`src/rtl/mtimer_pkg.sv`:
```
package mtimer_pkg;
    localparam int DW    = 32;
    localparam int ACT_W = 3;

    localparam int A_CTRL  = 0;
    localparam int A_COUNT = 1;
    localparam int A_PLIM  = 2;
    localparam int A_PCNT  = 3;
    localparam int A_ACT   = 4;
    localparam int A_FLAGS = 5;
    localparam int A_SRC   = 6;
    localparam int A_CMP0  = 8;

    typedef enum logic [1:0] {
        RUN_IDLE  = 2'd0,
        RUN_COUNT = 2'd1,
        RUN_CLEAR = 2'd2
    } run_state_t;

    typedef struct packed {
        logic halt;
        logic zero;
        logic flag;
    } act_t;
endpackage

```
`src/rtl/mtimer_runfsm.sv`:
```
module mtimer_runfsm
    import mtimer_pkg::*;
(
    input  logic clk,
    input  logic rst_n,
    input  logic cmd_we,
    input  logic cmd_en,
    input  logic cmd_clr,
    input  logic halt_hit,
    output logic run,
    output logic clr
);
    run_state_t state, nxt;

    // state register
    always_ff @(posedge clk or negedge rst_n) begin
        if (!rst_n) state <= RUN_IDLE;
        else        state <= nxt;
    end

    // next state: a software write always wins over a halt action
    always_comb begin
        nxt = state;
        unique case (state)
            RUN_IDLE: begin
                if (cmd_we) nxt = cmd_clr ? RUN_CLEAR : (cmd_en ? RUN_COUNT : RUN_IDLE);
            end
            RUN_COUNT: begin
                if (cmd_we)        nxt = cmd_clr ? RUN_CLEAR : (cmd_en ? RUN_COUNT : RUN_IDLE);
                else if (halt_hit) nxt = RUN_IDLE;
            end
            RUN_CLEAR: begin
                if (cmd_we) nxt = cmd_clr ? RUN_CLEAR : (cmd_en ? RUN_COUNT : RUN_IDLE);
            end
            default: nxt = RUN_IDLE;
        endcase
    end

    // outputs
    always_comb begin
        run = 1'b0;
        clr = 1'b0;
        unique case (state)
            RUN_IDLE:  ;
            RUN_COUNT: run = 1'b1;
            RUN_CLEAR: clr = 1'b1;
            default:   ;
        endcase
    end
endmodule

```
`src/rtl/mtimer_edge.sv`:
```
module mtimer_edge #(
    parameter int NIN = 2,
    parameter int SW  = 2
) (
    input  logic           clk,
    input  logic           rst_n,
    input  logic [NIN-1:0] cap_in,
    input  logic [SW-1:0]  sel,
    output logic           pulse
);
    logic [NIN-1:0] s1, s2, s3;
    logic [NIN-1:0] rise;

    always_ff @(posedge clk or negedge rst_n) begin
        if (!rst_n) begin
            s1 <= '0;
            s2 <= '0;
            s3 <= '0;
        end else begin
            s1 <= cap_in;
            s2 <= s1;
            s3 <= s2;
        end
    end

    generate
        for (genvar i = 0; i < NIN; i++) begin : g_rise
            assign rise[i] = s2[i] & ~s3[i];
        end
    endgenerate

    // codes beyond the input count select nothing
    always_comb begin
        pulse = 1'b0;
        for (int i = 0; i < NIN; i++) begin
            if (sel == SW'(i)) pulse = rise[i];
        end
    end
endmodule

```
`src/rtl/mtimer_core.sv`:
```
module mtimer_core #(
    parameter int TW = 32,
    parameter int NM = 4
) (
    input  logic                 clk,
    input  logic                 rst_n,
    input  logic                 run,
    input  logic                 clr,
    input  logic                 ext_mode,
    input  logic                 ext_pulse,
    input  logic [TW-1:0]        plim,
    input  logic [NM-1:0][TW-1:0] cmp,
    input  logic [NM-1:0]        zero_mask,
    input  logic [NM-1:0]        halt_mask,
    output logic [TW-1:0]        tc,
    output logic [TW-1:0]        pc,
    output logic [NM-1:0]        match_ev,
    output logic                 halt_hit
);
    logic pre_done;
    logic tick;
    logic zero_any;

    assign pre_done = (pc >= plim);
    assign tick     = run & (ext_mode ? ext_pulse : pre_done);

    generate
        for (genvar n = 0; n < NM; n++) begin : g_cmp
            assign match_ev[n] = tick & (tc == cmp[n]);
        end
    endgenerate

    assign zero_any = |(match_ev & zero_mask);
    assign halt_hit = |(match_ev & halt_mask);

    always_ff @(posedge clk or negedge rst_n) begin
        if (!rst_n) begin
            tc <= '0;
            pc <= '0;
        end else if (clr) begin
            tc <= '0;
            pc <= '0;
        end else if (run) begin
            if (ext_mode)      pc <= '0;
            else if (pre_done) pc <= '0;
            else               pc <= pc + TW'(1);
            if (tick) begin
                if (zero_any)      tc <= '0;
                else if (!halt_hit) tc <= tc + TW'(1);
            end
        end
    end
endmodule

```
`src/rtl/match_timer.sv`:
```
module match_timer
    import mtimer_pkg::*;
#(
    parameter int TW   = 32,
    parameter int NM   = 4,
    parameter int AW   = 4,
    parameter int NCAP = 2
) (
    input  logic            clk,
    input  logic            rst_n,
    input  logic [AW-1:0]   reg_addr,
    input  logic            reg_we,
    input  logic [DW-1:0]   reg_wdata,
    output logic [DW-1:0]   reg_rdata,
    input  logic [NCAP-1:0] cap_in,
    output logic            irq
);
    localparam int ACTBITS = ACT_W * NM;
    localparam int SRCW    = 4;
    localparam int SELW    = 2;

    logic                  run, clr, halt_hit, ext_mode, ext_pulse;
    logic                  ctrl_we, plim_we, act_we, flag_we, src_we;
    logic [TW-1:0]         plim, tc, pc;
    logic [ACTBITS-1:0]    act_bits;
    act_t [NM-1:0]         act;
    logic [NM-1:0][TW-1:0] cmp;
    logic [NM-1:0]         flags, match_ev, irq_mask, zero_mask, halt_mask;
    logic [SRCW-1:0]       src;

    assign ctrl_we = reg_we && (reg_addr == AW'(A_CTRL));
    assign plim_we = reg_we && (reg_addr == AW'(A_PLIM));
    assign act_we  = reg_we && (reg_addr == AW'(A_ACT));
    assign flag_we = reg_we && (reg_addr == AW'(A_FLAGS));
    assign src_we  = reg_we && (reg_addr == AW'(A_SRC));

    assign act = act_bits;

    generate
        for (genvar n = 0; n < NM; n++) begin : g_mask
            assign irq_mask[n]  = act[n].flag;
            assign zero_mask[n] = act[n].zero;
            assign halt_mask[n] = act[n].halt;
        end
    endgenerate

    assign ext_mode = |src[1:0];

    always_ff @(posedge clk or negedge rst_n) begin
        if (!rst_n) begin
            plim     <= '0;
            act_bits <= '0;
            src      <= '0;
            flags    <= '0;
            cmp      <= '0;
        end else begin
            if (plim_we) plim     <= reg_wdata[TW-1:0];
            if (act_we)  act_bits <= reg_wdata[ACTBITS-1:0];
            if (src_we)  src      <= reg_wdata[SRCW-1:0];
            flags <= (flags & ~(flag_we ? reg_wdata[NM-1:0] : {NM{1'b0}}))
                   | (match_ev & irq_mask);
            for (int n = 0; n < NM; n++) begin
                if (reg_we && (reg_addr == AW'(A_CMP0 + n))) cmp[n] <= reg_wdata[TW-1:0];
            end
        end
    end

    assign irq = |flags;

    mtimer_runfsm u_fsm (
        .clk      (clk),
        .rst_n    (rst_n),
        .cmd_we   (ctrl_we),
        .cmd_en   (reg_wdata[0]),
        .cmd_clr  (reg_wdata[1]),
        .halt_hit (halt_hit),
        .run      (run),
        .clr      (clr)
    );

    mtimer_edge #(.NIN(NCAP), .SW(SELW)) u_edge (
        .clk    (clk),
        .rst_n  (rst_n),
        .cap_in (cap_in),
        .sel    (src[3:2]),
        .pulse  (ext_pulse)
    );

    mtimer_core #(.TW(TW), .NM(NM)) u_core (
        .clk       (clk),
        .rst_n     (rst_n),
        .run       (run),
        .clr       (clr),
        .ext_mode  (ext_mode),
        .ext_pulse (ext_pulse),
        .plim      (plim),
        .cmp       (cmp),
        .zero_mask (zero_mask),
        .halt_mask (halt_mask),
        .tc        (tc),
        .pc        (pc),
        .match_ev  (match_ev),
        .halt_hit  (halt_hit)
    );

    always_comb begin
        reg_rdata = '0;
        case (reg_addr)
            AW'(A_CTRL):  reg_rdata[1:0]         = {clr, run};
            AW'(A_COUNT): reg_rdata[TW-1:0]      = tc;
            AW'(A_PLIM):  reg_rdata[TW-1:0]      = plim;
            AW'(A_PCNT):  reg_rdata[TW-1:0]      = pc;
            AW'(A_ACT):   reg_rdata[ACTBITS-1:0] = act_bits;
            AW'(A_FLAGS): reg_rdata[NM-1:0]      = flags;
            AW'(A_SRC):   reg_rdata[SRCW-1:0]    = src;
            default:      ;
        endcase
        for (int n = 0; n < NM; n++) begin
            if (reg_addr == AW'(A_CMP0 + n)) reg_rdata[TW-1:0] = cmp[n];
        end
    end
endmodule

```
`config.mk`:
```
export PLATFORM = sky130hd
export DESIGN_NAME = match_timer
export DESIGN_NICKNAME = d
export VERILOG_FILES = /design/src/rtl/mtimer_pkg.sv /design/src/rtl/mtimer_runfsm.sv /design/src/rtl/mtimer_edge.sv /design/src/rtl/mtimer_core.sv /design/src/rtl/match_timer.sv
export SDC_FILE = /design/constraint.sdc
export NUM_CORES = 1
export LEC_CHECK = 0
export BUFFER_PORTS_ARGS = -buffer_cell sky130_fd_sc_hd__buf_2
export CAP_MARGIN = 5
export CORE_MARGIN = 2
export CORE_UTILIZATION = 30
export CTS_CLUSTER_DIAMETER = 60
export CTS_CLUSTER_SIZE = 20
export DETAILED_ROUTE_END_ITERATION = 10
export HOLD_SLACK_MARGIN = 0.02
export PLACE_DENSITY = 0.54
export SYNTH_ARGS = -nofsm -noshare
export SYNTH_HDL_FRONTEND = slang
export SYNTH_SLANG_ARGS = --single-unit
```
`constraint.sdc`:
```
create_clock -name clk -period 3.29 [get_ports clk]
set_input_delay 0.1645 -clock clk [delete_from_list [all_inputs] [get_ports clk]]
set_output_delay 0.1645 -clock clk [all_outputs]
set_load 0.1 [all_outputs]
```
==> reports/results.tsv <==
metric	value	unit
grt_max_degree	100	
clkLatencyLatePin	0.58	ns
clockBufferDepth	3	
diodes	0	
start_kind	register	
p_per_area	587	mW/mm^2
initial_core_util	30.2	%
period_share	96.0	%
synth_cells	1415	
finClkSkew	0.0222	ns
tightest_slew	0.942	ns
path_buf_inv	3	
slew_viol_final	0	
htreeDepth	1	
grt_usage	21.6	%
ant_nets	0	
cp-end-kind	register	
boundaryPins	74	
syn_area_per_cell	10.4	um^2
rows	81	
r2r-start	plim[19]$_DFFE_PN0P_	
overflow	0	
reg2reg_depth	12	
synth-seq-cells	252	
clkPwrFrac	29.3	%
ys_types	65	
cp_slowest_cell	or4_4	
die_y	225	um
min_from	reg_we	
setup.worst_path.end	u_core.tc[28]$_DFFE_PN0P_	
relSlewSlack	36.9	%
cts_sinks	252	
min_period	3.16	ns
synth.net_count	1494	
num_vias	12300	
crit_path_start	plim[19]$_DFFE_PN0P_	
fmax	0.317	GHz
sw_frac_of_total	37.7	%
whs	0.188	ns
r2r_setup_slack	0.13	ns
grt_pass1_vias	12100	
grt_pass1_wl	81400	um
dieWidth	225	um
area_growth	24.4	%
hold_path_class	in -> reg	
required	3.79	ns
setup_violations	0	
nFillCells	4856	
totalWireLength	54400	um
synth_edf_count	0	
finalSetupTns	0	ns
p_int	6.68	mW
worst-path-max-fanout	15	
synth_area	0.0147	mm^2
r2r_end	u_core.tc[28]$_DFFE_PN0P_	
net-switching-power	4.04	mW
drc	0	
wl_per_cell	24.4	um
cts_tree	done	
yosysWarnings	0	
place_area	0.0169	mm^2
drtPass1Iterations	7	
cap_violations	0	
hpwl	41000	um
core-area	0.0486	mm^2
ys_seq_area_share	42.9	%
pwr-share-seq	39.7	%
clk_pin_slew_worst_paths	0.07	ns
rsz0062_at_grt	true	
crit_path_max_incr_delay	0.56	ns
cts_buffers	26	
comb_power_share	31.0	%
crit_arrival	3.65	ns
die-area	0.0508	mm^2
drive_gt1_share	30.6	%
via_per_inst	5.50	
cp_top_family	simple AND/OR/NAND/NOR gates	
fin_area	0.0183	mm^2
ys.flop_type	dfrtp_1	
layout.nets	1671	
portBuffers	73	
irDropWorstVdd	0.372	mV
cts_root_buffer	clkbuf_16	
p_leak	8.62	nW
path_cells	inv_1 > ha_1 > nand4_1 > nor4_4 > buf_4 > nand3_1 > a21oi_2 > nor2_2 > or4_4 > buf_12 > or3_4 > o2bb2ai_1	
antenna_found_initial	1	
gp_congestion	0.932	
status	complete, no violations	
drtIter0Drc	1058	
cp.depth	12	
hold_viol	0	
ys_async_sr_fraction	100	%
fin_util	37.6	%
path_class	reg -> reg	
-- cell families (layout without fill, tap and decap cells) --
kind of cell	Yosys count	count (layout)	share of synthesized area, %
flops	252	252	42.9
mux	192	192	14.7
xor+xnor	130	130	7.75
fa+ha+maj	38	38	3.24
simple gates	352	352	12.4
compound gates	296	296	14.1
buf+inv	155	352	4.95
-- cells in the mapped netlist, types with 4 or more instances --
master     number  area (um^2)
dfrtp_1       252         6310
mux2_2        186         2090
xor2_1        128         1120
nand2_1        89          334
a22oi_1        77          578
nor2_1         62          233
inv_1          54          203
o21ai_0        45          225
clkbuf_1       42          158
a21oi_1        40          200
ha_1           38          475
nor4_1         37          231
nand3_1        36          180
a31oi_1        26          163
and3_1         26          163
buf_4          25          188
a21o_1         24          180
nor3_1         21          105
nand4_1        20          125
buf_1          17         63.8
a41oi_1        14          123
a22o_1         13          114
nor3b_1        13         97.6
buf_2          11         55.1
nand2b_1       11         68.8
a211oi_1       10         75.1
nor2b_1         8         50.1
and2_1          6         37.5
mux2i_1         6         60.1
o211a_1         6         60.1
a311o_1         5         50.1
buf_6           5         56.3
nand3b_1        5         37.5
o2bb2ai_1       5         43.8
o31ai_1         5         37.5
and4_1          4         35.0
o22ai_1         4         25.0
-- final cells by class --
class / instances / area, um^2 / share of cell area (%)
multi-input cells: 1008 / 7870 / 43.1
inverters: 55 / 206 / 1.13
repair buffers: 249 / 2230 / 12.2
flip-flops and latches: 252 / 6310 / 34.5
clock buffers: 30 / 707 / 3.87
clock inverters: 18 / 180 / 0.986
well taps: 622 / 778 / 4.26
-- metrics by stage --
stage / power (mW) / instances / worst slack [ns]
2_1_floorplan: 6.02 / 1415 / 0.0110
3_3_place_gp: 7.45 / 2142 / -0.0696
3_5_place_dp: 7.50 / 2142 / -0.0405
4_1_cts: 10.7 / 2225 / 0.0116
5_1_grt: 11.2 / 2234 / -0.00420
6_report: 10.7 / 2234 / 0.131
-- power groups by stage --
stage	sequential [mW]	clock, mW	combinational [mW]
3_3_place_gp	4.29	0	3.16
4_1_cts	4.25	3.20	3.25
2_1_floorplan	4.06	0	1.96
5_1_grt	4.31	3.32	3.54
3_5_place_dp	4.30	0	3.20
6_report	4.25	3.14	3.33
-- worst min-delay path: stages --
cell and delay, ns:
buf_2 0.19, nand2_1 0.11, nor2_1 0.10, o21ai_0 0.15
-- placed cells by master, fill, tap and decap left out, types with 31 or more instances in the layout --
cell type / instances
a21oi_1: 40
a22oi_1: 77
buf_12: 31
buf_2: 50
buf_4: 132
dfrtp_1: 249
dlygate4sd3_1: 35
ha_1: 36
inv_1: 54
mux2_2: 186
nand2_1: 86
nand3_1: 36
nor2_1: 60
nor4_1: 34
o21ai_0: 35
xor2_1: 128
-- flip-flops by register name, indices dropped and copies added (netlist names) --
| signal | flops |
|---|---|
| u_core.tc | 32 |
| flags | 4 |
| act | 12 |
| u_edge.s1 | 2 |
| u_edge.s3 | 2 |
| plim | 32 |
| u_edge.s2 | 2 |
| u_core.pc | 32 |
| src | 4 |
| cmp | 128 |
| u_fsm.state | 2 |
-- per-layer routing --
metal	vias up	GRT usage, %	part of all wire (%)
li1	5522	-	-
met4	2	6.77	3.3
met1	6204	30.0	44
met3	86	3.86	7.5
met5	-	0	0.018
met2	470	34.1	45
-- repair_timing --
action	CTS	global route
setup buffers	0	9
setup endpoints to repair	22	34
hold buffers	35	0
gates cloned	0	0
gates resized for setup	1	16
pin swaps	0	5
endpoints found under the hold margin	270	0
-- worst min-delay path by stage --
stage | cells after the start | slack, ns | end
after global placement | 1 | 0.27 | u_edge.s1[1]$_DFF_PN0_
after detailed placement | 1 | 0.27 | u_edge.s1[0]$_DFF_PN0_
final | 4 | 0.19 | src[2]$_DFFE_PN0P_
after global routing | 5 | 0.21 | src[2]$_DFFE_PN0P_
after floorplan | 0 | -0.13 | act[0]$_DFFE_PN0P_
after CTS | 4 | 0.16 | src[2]$_DFFE_PN0P_
Power figures use the tool's default switching activity.
